$ cat src/rtl/secded_pkg.sv
package secded_pkg;

    localparam int DATA_W  = 32;
    localparam int HAM_W   = 6;
    localparam int CODE_W  = DATA_W + HAM_W + 1;
    localparam int POS_MAX = DATA_W + HAM_W;

    typedef logic [DATA_W-1:0] data_t;
    typedef logic [HAM_W-1:0]  ham_t;

    typedef struct packed {
        logic  par;
        ham_t  ham;
        data_t data;
    } code_t;

    typedef enum logic [1:0] {
        ERR_NONE   = 2'd0,
        ERR_SINGLE = 2'd1,
        ERR_DOUBLE = 2'd2
    } err_e;

    typedef struct packed {
        data_t data;
        err_e  kind;
    } dec_t;

    // Codeword position (1-based) of data bit k: k-th non power of two.
    function automatic int data_pos(int k);
        int cnt;
        int res;
        cnt = 0;
        res = 0;
        for (int q = 3; q <= POS_MAX; q++) begin
            if ((q & (q - 1)) != 0) begin
                if (cnt == k) res = q;
                cnt++;
            end
        end
        return res;
    endfunction

    // Hamming bits as the XOR of positions of all set data bits.
    function automatic ham_t calc_ham(data_t d);
        ham_t h;
        h = '0;
        for (int k = 0; k < DATA_W; k++) begin
            if (d[k]) h = h ^ ham_t'(data_pos(k));
        end
        return h;
    endfunction

endpackage

$ cat src/rtl/secded_enc.sv
module secded_enc
    import secded_pkg::*;
(
    input  data_t d_in,
    output code_t cw_out
);
    ham_t h;

    always_comb begin
        h             = calc_ham(d_in);
        cw_out.data   = d_in;
        cw_out.ham    = h;
        cw_out.par    = ^{h, d_in};
    end
endmodule

$ cat src/rtl/secded_dec.sv
module secded_dec
    import secded_pkg::*;
(
    input  code_t cw_in,
    output dec_t  res
);
    ham_t  syn;
    logic  ovr;
    data_t flip;

    assign syn = calc_ham(cw_in.data) ^ cw_in.ham;
    assign ovr = ^cw_in;

    for (genvar k = 0; k < DATA_W; k++) begin : g_flip
        localparam ham_t POS_K = ham_t'(data_pos(k));
        assign flip[k] = (syn == POS_K);
    end

    always_comb begin
        res.data = cw_in.data;
        res.kind = ERR_NONE;
        if (ovr) begin
            if (syn <= ham_t'(POS_MAX)) begin
                res.kind = ERR_SINGLE;
                res.data = cw_in.data ^ flip;
            end else begin
                res.kind = ERR_DOUBLE;
            end
        end else if (syn != '0) begin
            res.kind = ERR_DOUBLE;
        end
    end
endmodule

$ cat src/rtl/secded_evt_regs.sv
module secded_evt_regs
    import secded_pkg::*;
(
    input  logic        clk,
    input  logic        rst,
    input  logic        chk_valid,
    input  err_e        chk_kind,
    input  logic        reg_wr,
    input  logic        reg_addr,
    input  logic [31:0] reg_wdata,
    output logic [31:0] reg_rdata,
    output logic [1:0]  evt_q,
    output logic        init_q,
    output logic        irq_q
);
    logic [1:0] new_evt;
    logic       clr;

    always_comb begin
        new_evt = 2'b00;
        if (chk_valid && init_q) begin
            new_evt[0] = (chk_kind == ERR_SINGLE);
            new_evt[1] = (chk_kind == ERR_DOUBLE);
        end
    end

    assign clr = reg_wr && !reg_addr && (reg_wdata == 32'd0);

    always_ff @(posedge clk) begin
        if (rst) begin
            evt_q  <= 2'b00;
            init_q <= 1'b0;
            irq_q  <= 1'b0;
        end else begin
            evt_q <= (clr ? 2'b00 : evt_q) | new_evt;
            irq_q <= |new_evt;
            if (reg_wr && reg_addr) init_q <= reg_wdata[0];
        end
    end

    assign reg_rdata = reg_addr ? {31'd0, init_q} : {30'd0, evt_q};
endmodule

$ cat src/rtl/secded_ram_mon.sv
module secded_ram_mon
    import secded_pkg::*;
#(
    parameter int ADDR_W = 8
) (
    input  logic              clk,
    input  logic              rst,
    input  logic              req_valid,
    input  logic              req_we,
    input  logic [ADDR_W-1:0] req_addr,
    input  logic [31:0]       req_wdata,
    output logic              rsp_valid,
    output logic [31:0]       rsp_rdata,
    output logic              rsp_single,
    output logic              rsp_double,
    output logic              mem_en,
    output logic              mem_we,
    output logic [ADDR_W-1:0] mem_addr,
    output logic [38:0]       mem_wdata,
    input  logic [38:0]       mem_rdata,
    input  logic              reg_wr,
    input  logic              reg_addr,
    input  logic [31:0]       reg_wdata,
    output logic [31:0]       reg_rdata,
    output logic              err_irq
);
    code_t      enc_cw;
    dec_t       dec_res;
    logic       rd_pend;
    logic [1:0] evt_q;
    logic       init_q;

    secded_enc u_enc (
        .d_in   (req_wdata),
        .cw_out (enc_cw)
    );

    secded_dec u_dec (
        .cw_in (code_t'(mem_rdata)),
        .res   (dec_res)
    );

    always_ff @(posedge clk) begin
        if (rst) rd_pend <= 1'b0;
        else     rd_pend <= req_valid && !req_we;
    end

    assign mem_en    = req_valid;
    assign mem_we    = req_we;
    assign mem_addr  = req_addr;
    assign mem_wdata = enc_cw;

    assign rsp_valid  = rd_pend;
    assign rsp_rdata  = dec_res.data;
    assign rsp_single = rd_pend && (dec_res.kind == ERR_SINGLE);
    assign rsp_double = rd_pend && (dec_res.kind == ERR_DOUBLE);

    secded_evt_regs u_regs (
        .clk       (clk),
        .rst       (rst),
        .chk_valid (rd_pend),
        .chk_kind  (dec_res.kind),
        .reg_wr    (reg_wr),
        .reg_addr  (reg_addr),
        .reg_wdata (reg_wdata),
        .reg_rdata (reg_rdata),
        .evt_q     (evt_q),
        .init_q    (init_q),
        .irq_q     (err_irq)
    );
endmodule

$ cat config.mk
export PLATFORM = sky130hd
export DESIGN_NAME = secded_ram_mon
export DESIGN_NICKNAME = d
export VERILOG_FILES = /design/src/rtl/secded_pkg.sv /design/src/rtl/secded_enc.sv /design/src/rtl/secded_dec.sv /design/src/rtl/secded_evt_regs.sv /design/src/rtl/secded_ram_mon.sv
export SDC_FILE = /design/constraint.sdc
export NUM_CORES = 1
export LEC_CHECK = 0
export ABC_CLOCK_PERIOD_IN_PS = 4240
export BUFFER_PORTS_ARGS = -buffer_cell sky130_fd_sc_hd__clkbuf_2
export CAP_MARGIN = 0
export CORE_MARGIN = 10
export CORE_UTILIZATION = 32
export DETAILED_ROUTE_END_ITERATION = 12
export PLACE_DENSITY = 0.67
export SYNTH_ARGS = -nofsm -noshare
export SYNTH_HDL_FRONTEND = slang
export SYNTH_SLANG_ARGS = --single-unit
$ cat constraint.sdc
create_clock -name clk -period 4.24 [get_ports clk]
set_input_delay 0.424 -clock clk [delete_from_list [all_inputs] [get_ports clk]]
set_output_delay 0.424 -clock clk [all_outputs]
set_load 0.02 [all_outputs]
==> run summary, run 1 <==
## Final layout
- **fraction of final layout cells sized beyond drive strength 1** 45.67%
- **most frequent cells in the layout** sky130_fd_sc_hd__clkbuf_2, sky130_fd_sc_hd__xnor2_1, sky130_fd_sc_hd__xor2_1
- **non-filler instance count after layout** 573
- **Final Instance Area** 3631 µm²
- **leading cell type in the layout, fill and taps excluded** sky130_fd_sc_hd__clkbuf_2
- **net total in the final layout** 580
- **antenna cell count** 0
- **Area growth, synth to finish** 22.40%

## Placement
- **placed cell area** 3586 µm²
- **global placer's final weighted congestion** 0.8833
- **cell count after placement** 569
- **post-detailed-placement half-perimeter wirelength** 8813 µm
- **number of I/O port buffers** 187

## Clock tree
- **Post-CTS Resized** 0
- **CTS Sinks** 5
- **clock slew at reported path FFs** 40 ps
- **TritonCTS buffer count** 3
- **root buffer cell** sky130_fd_sc_hd__clkbuf_8
- **clock latency on the worst-skew pair** 220 ps
- **number of buffers between clock root and the deepest sink** 2
- **number of hold buffers added after cts** 0
- **CTS H-tree depth** 1
- **setup bufs post-CTS** 0
- **CTS tree** built

## Drt
- **DRC violation count after routing** 0
- **number of design-rule violations left by the first detailed-router iteration** 48
- **ANT nets after route** 0
- **Routed WL per cell** 16.64 µm
- **DR vias** 2,587
- **First-pass DRT Iterations** 4
- **total wirelength of the detailed-routed design** 9534 µm
- **average vias per placed instance** 4.515

## Synthesis
- **Synth Cell Area** 2967 µm²
- **post-synth cell types** 35
- **cells after synthesis** 318
- **share of synthesized flip-flops with an asynchronous set or reset** 0%
- **most instantiated flip-flop cell in the synthesis netlist** sky130_fd_sc_hd__dfxtp_1
- **number of storage elements in the synthesis netlist** 5
- **sequential fraction of the synthesis area** 3.374%
- **post-synthesis area per instance** 9.329 µm²
- **count of flip-flops with a built-in enable after synthesis** 0
- **count of yosys warnings during synthesis** 0

## Power
- **internal power summed over all cells** 0.7402 mW
- **Final Power** 1.803 mW
- **power share of the clock group** 4.9%
- **sw power** 1.063 mW
- **fraction of power consumed by combinational cells** 92.3%
- **reported leakage power** 1.928 nW
- **worst supply voltage drop on vdd** 0.0003489 V
- **net switching share of the total power** 58.96%
- **relative contribution of sequential cells to total power** 2.8%
- **total power divided by cell area** 496.7 nW/µm²

## Global route
- **initial antenna violation count** 0
- **via count of the first global-routing pass** 2,826
- **first-pass GRT wire length** 13,860 µm
- **GRT overflow** 0
- **maximum number of pins on one net before global-route repair** 16
- **Overall Global Routing Usage** 12.78%

## STA
- **timing-limited maximum frequency** 292.1 MHz
- **Period Utilization, post-route** 80.74%
- **Min Clock Period, post-route** 3424 ps
- **slew at the pin closest to its max-slew limit** 547.3 ps
- **Setup violations, final** 0
- **Final TNS setup** 0 ps
- **unrepaired setup endpoints after global routing** no
- **number of pins with negative max-slew slack in the final report** 0
- **post-route clock skew** 2.761 ps
- **number of hold violations in the final report** 0
- **Max-Slew Margin vs Limit** 63.17%

## Floorplan
- **Core Rows** 35
- **top-level port count** 234
- **die extent in y** 116.3 µm
- **Core Box Area** 9153 µm²
- **die width** 116.3 µm
- **effective utilization at floorplan** 32.41%
- **die area** 13,520 µm²

## Critical path
- **type of the worst setup path** in -> out
- **reg-to-reg critical path startpoint** rsp_valid
- **Crit path buffers/inverters** 2
- **crit-path leading delay family** XOR/XNOR gates
- **endpoint required time on the critical path** 3820 ps
- **kind of end point of the critical path** output port
- **critical path cell sequence** clkbuf_2 > xnor2_1 > xnor3_2 > xnor3_1 > xnor3_2 > nand3b_4 > nor3_1 > xor2_1 > clkbuf_2
- **critical path arrival** 3000 ps
- **CP Launch Type** input port
- **peak per-stage delay on the critical path** 470 ps
- **peak fanout along the critical path** 15
- **Worst path slowest cell** sky130_fd_sc_hd__xnor3_2
- **reg-to-reg slack, setup** 3440 ps
- **capturing point of the worst reg2reg path** u_regs.evt_q[1]
- **reg2reg path depth** 3

## Status
- **run status** completed

## Worst hold path
- **hold path startpoint** req_we
- **worst hold path cell count** 2
- **hold crit path type** in -> reg
- **sink of the worst hold path** rsp_valid

## Flow run
- **MaxCap Viol Count** 0

[flip-flops by register name, summed over array words and instances, names as in the netlist]
name and flops:
u_regs.init_q 1, u_regs.evt_q 2, rsp_valid 1, u_regs.irq_q 1
[per-layer routing]
layer	GRT usage (%)	wire (µm)	share of wire [%]	up-vias
met5	0	0	0	-
met4	3.169	128	1.3	0
met3	4.982	1073	11	12
met2	24.10	4901	51	155
met1	12.76	3431	36	1164
li1	-	-	-	1256
[final cells by class]
type / instances / area (µm²)
Fill cell: 922 / 5522
Sequential cell: 5 / 100.1
Multi-Input combinational cell: 266 / 2411
Tap cell: 111 / 138.9
Timing Repair Buffer: 187 / 935.9
Clock buffer: 4 / 45.04
[per-stage QoR]
stage / util [%] / setup WS, ps / hold WS, ps
finish: 39.67 / 816.4 / 375.8
global route: 39.67 / 651.7 / 389.4
CTS: 39.67 / 788.2 / 373.9
detailed placement: 39.18 / 789.1 / 453.1
global placement: 39.18 / 870.4 / 444.0
floorplan: - / 1214 / 421.2
[power by group through the flow]
| stage | clock, mW | sequential [mW] | combinational, mW |
|---|---|---|---|
| final | 0.0887 | 0.0496 | 1.67 |
| after floorplan | 0 | 0.0506 | 1.31 |
| after detailed placement | 0 | 0.0504 | 1.67 |
| after global routing | 0.0931 | 0.0498 | 1.80 |
| after CTS | 0.0906 | 0.0496 | 1.67 |
| after global placement | 0 | 0.0504 | 1.65 |
[how the worst max path moves through the flow]
stage / startpoint / endpoint / slack [ps] / depth (start not counted)
2_1_floorplan: mem_rdata[15] / rsp_rdata[11] / 1210 / 8
3_3_place_gp: mem_rdata[11] / rsp_rdata[8] / 870 / 9
3_5_place_dp: mem_rdata[18] / rsp_double / 790 / 8
4_1_cts: mem_rdata[18] / rsp_double / 790 / 8
5_1_grt: mem_rdata[24] / rsp_rdata[10] / 650 / 9
6_report: mem_rdata[13] / rsp_rdata[23] / 820 / 9
[synthesized netlist by cell type, types with 2 or more instances]
library cell                n  area share, %
sky130_fd_sc_hd__a21oi_1    2           0.34
sky130_fd_sc_hd__xor3_1     4            3.2
sky130_fd_sc_hd__nor3_1    21            3.5
sky130_fd_sc_hd__xnor3_2    2            1.6
sky130_fd_sc_hd__nand3_1    7            1.2
sky130_fd_sc_hd__buf_4     72             18
sky130_fd_sc_hd__xnor3_1   22             17
sky130_fd_sc_hd__xor2_1    49             14
sky130_fd_sc_hd__nor3_2    10            3.4
sky130_fd_sc_hd__nand2_1   11            1.4
sky130_fd_sc_hd__nand4_1    2           0.42
sky130_fd_sc_hd__and3_1     2           0.42
sky130_fd_sc_hd__nor4_1     8            1.7
sky130_fd_sc_hd__nand2b_1   2           0.42
sky130_fd_sc_hd__dfxtp_1    5            3.4
sky130_fd_sc_hd__clkbuf_1   2           0.25
sky130_fd_sc_hd__xnor2_1   72             21
sky130_fd_sc_hd__xnor2_2    5            2.7
sky130_fd_sc_hd__nor2_1     4           0.51
[logic make-up after synthesis]
group	synth area share, %
buffers and inverters	19.02
muxes	0.3796
xor gates and xnor gates	59.97
DFF	3.374
and+or+nand+nor	15.69
other	0.1264
AOI/OAI and AO/OA	1.434
Power figures use the tool's default switching activity.
==> inputs of run 2 (changes only) <==
Settings changed: ABC_CLOCK_PERIOD_IN_PS 4240 to 3150.
Clock period 4.24 ns to 3.15 ns, I/O delays scaled along.
==> run summary, run 2 (same netlist as run 1, synthesis figures left out) <==
## Clock tree
- **number of buffers between clock root and the deepest sink** 2
- **CTS H-tree depth** 1
- **CTS Sinks** 5
- **TritonCTS buffer count** 3
- **CTS tree** built
- **root buffer cell** sky130_fd_sc_hd__clkbuf_8
- **number of hold buffers added after cts** 0
- **clock latency on the worst-skew pair** 220 ps
- **clock slew at reported path FFs** 30 ps

## Power
- **net switching share of the total power** 56.24%
- **total power divided by cell area** 722.5 nW/µm²
- **Final Power** 2.811 mW
- **sw power** 1.581 mW
- **worst supply voltage drop on vdd** 0.0004892 V
- **relative contribution of sequential cells to total power** 2.4%
- **power share of the clock group** 4.2%
- **internal power summed over all cells** 1.230 mW
- **fraction of power consumed by combinational cells** 93.4%
- **reported leakage power** 2.057 nW

## Global route
- **GRT overflow** 0
- **first-pass GRT wire length** 14,930 µm
- **Overall Global Routing Usage** 13.64%
- **initial antenna violation count** 0
- **via count of the first global-routing pass** 3,044
- **maximum number of pins on one net before global-route repair** 11

## STA
- **Setup WS post-layout** 97.42 ps
- **Setup violations, final** 0
- **timing-limited maximum frequency** 327.6 MHz
- **post-route clock skew** 1.025 ps
- **Period Utilization, post-route** 96.91%
- **number of hold violations in the final report** 0
- **number of pins with negative max-slew slack in the final report** 0
- **Min Clock Period, post-route** 3053 ps
- **hold slack final** 283.5 ps

## Final layout
- **final design utilization** 42.50%
- **Multi-input gate area** 2485 µm²
- **flip-flop count of the largest register, all copies and words added** 2
- **most frequent cells in the layout** sky130_fd_sc_hd__clkbuf_2, sky130_fd_sc_hd__xnor2_1, sky130_fd_sc_hd__xor2_1
- **antenna cell count** 0
- **leading cell type in the layout, fill and taps excluded** sky130_fd_sc_hd__clkbuf_2
- **register containing the most flip-flops in the final layout** u_regs.evt_q
- **non-filler instance count after layout** 595
- **Register Area** 100.1 µm²
- **fraction of final layout cells sized beyond drive strength 1** 51.65%
- **net total in the final layout** 602
- **Filler cells** 926
- **Area growth, synth to finish** 31.13%

## Critical path
- **critical path arrival** 2740 ps
- **type of the worst setup path** in -> out
- **endpoint required time on the critical path** 2830 ps
- **peak fanout along the critical path** 9
- **CP Launch Type** input port
- **kind of end point of the critical path** output port

## Drt
- **DRC violation count after routing** 0
- **DR vias** 2,645
- **total wirelength of the detailed-routed design** 10,080 µm
- **met3 layer wire length in the routed design** 1249 µm
- **routed metal-1 wirelength** 3415 µm
- **met2 WL** 5293 µm
- **uppermost layer routed** met4
- **number of design-rule violations left by the first detailed-router iteration** 57
- **ANT nets after route** 0
- **First-pass DRT Iterations** 4
- **average vias per placed instance** 4.445
- **Routed WL per cell** 16.94 µm

## Worst hold path
- **hold crit path type** in -> reg

## Floorplan
- **die area** 13,520 µm²
- **Core Rows** 35
- **effective utilization at floorplan** 32.41%
- **top-level port count** 234
- **die width** 116.3 µm
- **die extent in y** 116.3 µm
- **Core Box Area** 9153 µm²

## Status
- **run status** completed

## Placement
- **cell count after placement** 590
- **post-detailed-placement half-perimeter wirelength** 9165 µm
- **global placer's final weighted congestion** 0.8322
- **pre-CTS setup slack** -9.791 ps
- **number of I/O port buffers** 187

## Flow run
- **MaxCap Viol Count** 0

## run 2: cell types whose count changed in the layout (fill, tap and decap cells not counted), moves of 2 or more
| cell | delta |
|---|---|
| sky130_fd_sc_hd__nand2b_2 | +2 |
| sky130_fd_sc_hd__nand2b_1 | -2 |
| sky130_fd_sc_hd__buf_4 | +24 |
| sky130_fd_sc_hd__xnor2_1 | -2 |
| sky130_fd_sc_hd__nor3_2 | +6 |
| sky130_fd_sc_hd__buf_2 | +2 |
| sky130_fd_sc_hd__xnor3_2 | +4 |
| sky130_fd_sc_hd__xnor2_2 | +2 |
| sky130_fd_sc_hd__clkbuf_2 | -5 |
| sky130_fd_sc_hd__nor3_1 | -6 |
| sky130_fd_sc_hd__xnor3_1 | -4 |
## run 2: final timing paths
path              slack, ps            start  cells past startpoint               to
setup reg to reg       2370        rsp_valid                      3  u_regs.evt_q[1]
setup / recovery        100    mem_rdata[10]                     10    rsp_rdata[19]
hold / removal          280           req_we                      2        rsp_valid
hold reg to reg         460  u_regs.evt_q[0]                      2  u_regs.evt_q[0]
## run 2: power by group through the flow
stage,combinational [mW],clock (mW),sequential (mW)
after floorplan,1.76,0,0.0681
after global placement,2.48,0,0.0676
after detailed placement,2.52,0,0.0677
after CTS,2.54,0.122,0.0668
after global routing,2.82,0.129,0.0669
final,2.62,0.119,0.0668
## run 2: metrics by stage
| step | cell area [µm²] | TNS [ps] |
|---|---|---|
| 6_report | 3890 | 0 |
| 5_1_grt | 3890 | -30.22 |
| 4_1_cts | 3806 | 0 |
| 3_5_place_dp | 3756 | -9.791 |
| 3_3_place_gp | 3756 | 0 |
| 2_1_floorplan | 3075 | 0 |
## run 2: metal layers
layer  GRT usage (%)  up-vias
met3           6.061       12
met5               0        -
met4           1.918        0
met1           13.73     1184
li1                -     1298
met2           25.72      151
## run 2: critical path, stage by stage
cell                       delay [ps]
sky130_fd_sc_hd__clkbuf_2         140
sky130_fd_sc_hd__xnor3_1          460
sky130_fd_sc_hd__xnor3_2          270
sky130_fd_sc_hd__xnor3_1          350
sky130_fd_sc_hd__xnor3_2          340
sky130_fd_sc_hd__nand3b_4         130
sky130_fd_sc_hd__buf_12           160
sky130_fd_sc_hd__nor3_2           190
sky130_fd_sc_hd__xor2_1           190
sky130_fd_sc_hd__buf_4            170
## run 2: area by class of cell
cell class	count	share of cell area, %
clock buffers	4	1.158
multi-input cells	266	63.88
well taps	111	3.570
flip-flops and latches	5	2.573
repair buffers	209	28.82
## run 2: timing repair
item	CTS	global route
buffers inserted	0	1
pin swaps	0	7
endpoints found under the setup margin	1	27
resized for setup	1	25
==> inputs of run 3 (changes only) <==
Settings changed: GPL_TIMING_DRIVEN from default to 0.
==> run summary, run 3 (same netlist as run 1, synthesis figures left out) <==
## Clock tree
- **CTS Sinks** 5
- **number of hold buffers added after cts** 0
- **clock latency on the worst-skew pair** 220 ps
- **CTS H-tree depth** 1
- **clock slew at reported path FFs** 40 ps
- **CTS tree** built
- **number of buffers between clock root and the deepest sink** 2
- **root buffer cell** sky130_fd_sc_hd__clkbuf_8
- **TritonCTS buffer count** 3

## Floorplan
- **die width** 116.3 µm
- **die extent in y** 116.3 µm
- **top-level port count** 234
- **Core Rows** 35
- **effective utilization at floorplan** 32.41%
- **die area** 13,520 µm²
- **Core Box Area** 9153 µm²

## Power
- **worst supply voltage drop on vdd** 0.0003311 V
- **reported leakage power** 2.430 nW
- **Final Power** 2.905 mW
- **total power divided by cell area** 651.1 nW/µm²

## Placement
- **number of I/O port buffers** 195
- **placed cell area** 4190 µm²
- **cell count after placement** 653
- **pre-CTS setup slack** -50.85 ps
- **global placer's final weighted congestion** 0.8591
- **post-detailed-placement half-perimeter wirelength** 9678 µm

## Critical path
- **crit-path leading delay family** XOR/XNOR gates
- **endpoint required time on the critical path** 2830 ps
- **type of the worst setup path** in -> out
- **kind of end point of the critical path** output port
- **cell occurring most often along the worst timing path** sky130_fd_sc_hd__buf_4
- **reg-to-reg slack, setup** 2380 ps
- **Worst path slowest cell** sky130_fd_sc_hd__xnor3_2
- **peak per-stage delay on the critical path** 480 ps
- **critical path arrival** 2820 ps
- **peak fanout along the critical path** 9
- **critical path cell sequence** clkbuf_2 > xnor3_1 > xnor3_2 > buf_4 > xor3_1 > nand2_2 > nor3_1 > nand3_1 > xnor2_2 > buf_4
- **CP Launch Type** input port
- **Crit path buffers/inverters** 3

## Final layout
- **Register Area** 100.1 µm²
- **non-filler instance count after layout** 663
- **flip-flop count of the largest register, all copies and words added** 2
- **register containing the most flip-flops in the final layout** u_regs.evt_q
- **final design utilization** 48.75%
- **Final Instance Area** 4462 µm²
- **Filler cells** 848
- **fraction of final layout cells sized beyond drive strength 1** 58.15%
- **leading cell type in the layout, fill and taps excluded** sky130_fd_sc_hd__clkbuf_2
- **most frequent cells in the layout** sky130_fd_sc_hd__clkbuf_2, sky130_fd_sc_hd__buf_4, sky130_fd_sc_hd__xnor2_1
- **antenna cell count** 0
- **net total in the final layout** 670
- **Multi-input gate area** 2535 µm²
- **Area growth, synth to finish** 50.40%

## Drt
- **number of design-rule violations left by the first detailed-router iteration** 90
- **ANT nets after route** 0
- **First-pass DRT Iterations** 4
- **Routed WL per cell** 16.30 µm
- **total wirelength of the detailed-routed design** 10,800 µm
- **DRC violation count after routing** 0
- **DR vias** 2,926
- **average vias per placed instance** 4.413

## Worst hold path
- **hold crit path type** in -> reg

## Flow run
- **MaxCap Viol Count** 0

## STA
- **Final TNS setup** 0 ps
- **Setup WS post-layout** 17.03 ps
- **number of hold violations in the final report** 0
- **timing-limited maximum frequency** 319.2 MHz
- **Period Utilization, post-route** 99.46%
- **post-route clock skew** 3.169 ps
- **unrepaired setup endpoints after global routing** yes
- **number of pins with negative max-slew slack in the final report** 0
- **Min Clock Period, post-route** 3133 ps
- **hold slack final** 270.3 ps
- **Setup violations, final** 0

## Global route
- **maximum number of pins on one net before global-route repair** 11
- **via count of the first global-routing pass** 3,307
- **first-pass GRT wire length** 15,710 µm
- **initial antenna violation count** 0
- **GRT overflow** 0
- **Overall Global Routing Usage** 14.40%

## Status
- **run status** completed

## run 3: power breakdown
group	total [mW]	switching, mW	internal [mW]	leakage [nW]
clock network	0.119	0.0316	0.0869	0.0228
registers	0.0668	0.00119	0.0656	0.0406
logic	2.72	1.61	1.11	2.37
## run 3: area by class of cell
type                            count  area share [%]
Multi-Input combinational cell    266           56.81
Timing Repair Buffer              203           24.20
Buffer                             74           12.62
Tap cell                          111           3.113
Sequential cell                     5           2.243
Clock buffer                        4           1.010
## run 3: worst register-to-register path: stages, from the launching register on
cell	delay (ps)
sky130_fd_sc_hd__dfxtp_1	360
sky130_fd_sc_hd__nand3b_1	100
sky130_fd_sc_hd__nor2_1	130
sky130_fd_sc_hd__a22o_1	130
## run 3: path summary, 6_finish.rpt
check,cells after the start,start,to
hold / removal,2,req_we,rsp_valid
setup reg to reg,3,rsp_valid,u_regs.evt_q[1]
hold reg to reg,2,u_regs.init_q,u_regs.init_q
setup / recovery,10,mem_rdata[0],rsp_rdata[26]
## run 3: what timing repair did
action | CTS | global route
endpoints found under the setup margin | 10 | 33
gates cloned | 0 | 1
pin swaps | 1 | 9
resized for setup | 5 | 44
setup buffers | 1 | 6
## run 3: metal layers
metal	routed length, µm	track usage [%]	vias up
met2	5664	28.09	160
li1	-	-	1434
met5	0	0	-
met4	61	2.585	0
met1	3789	13.51	1324
met3	1288	6.420	8
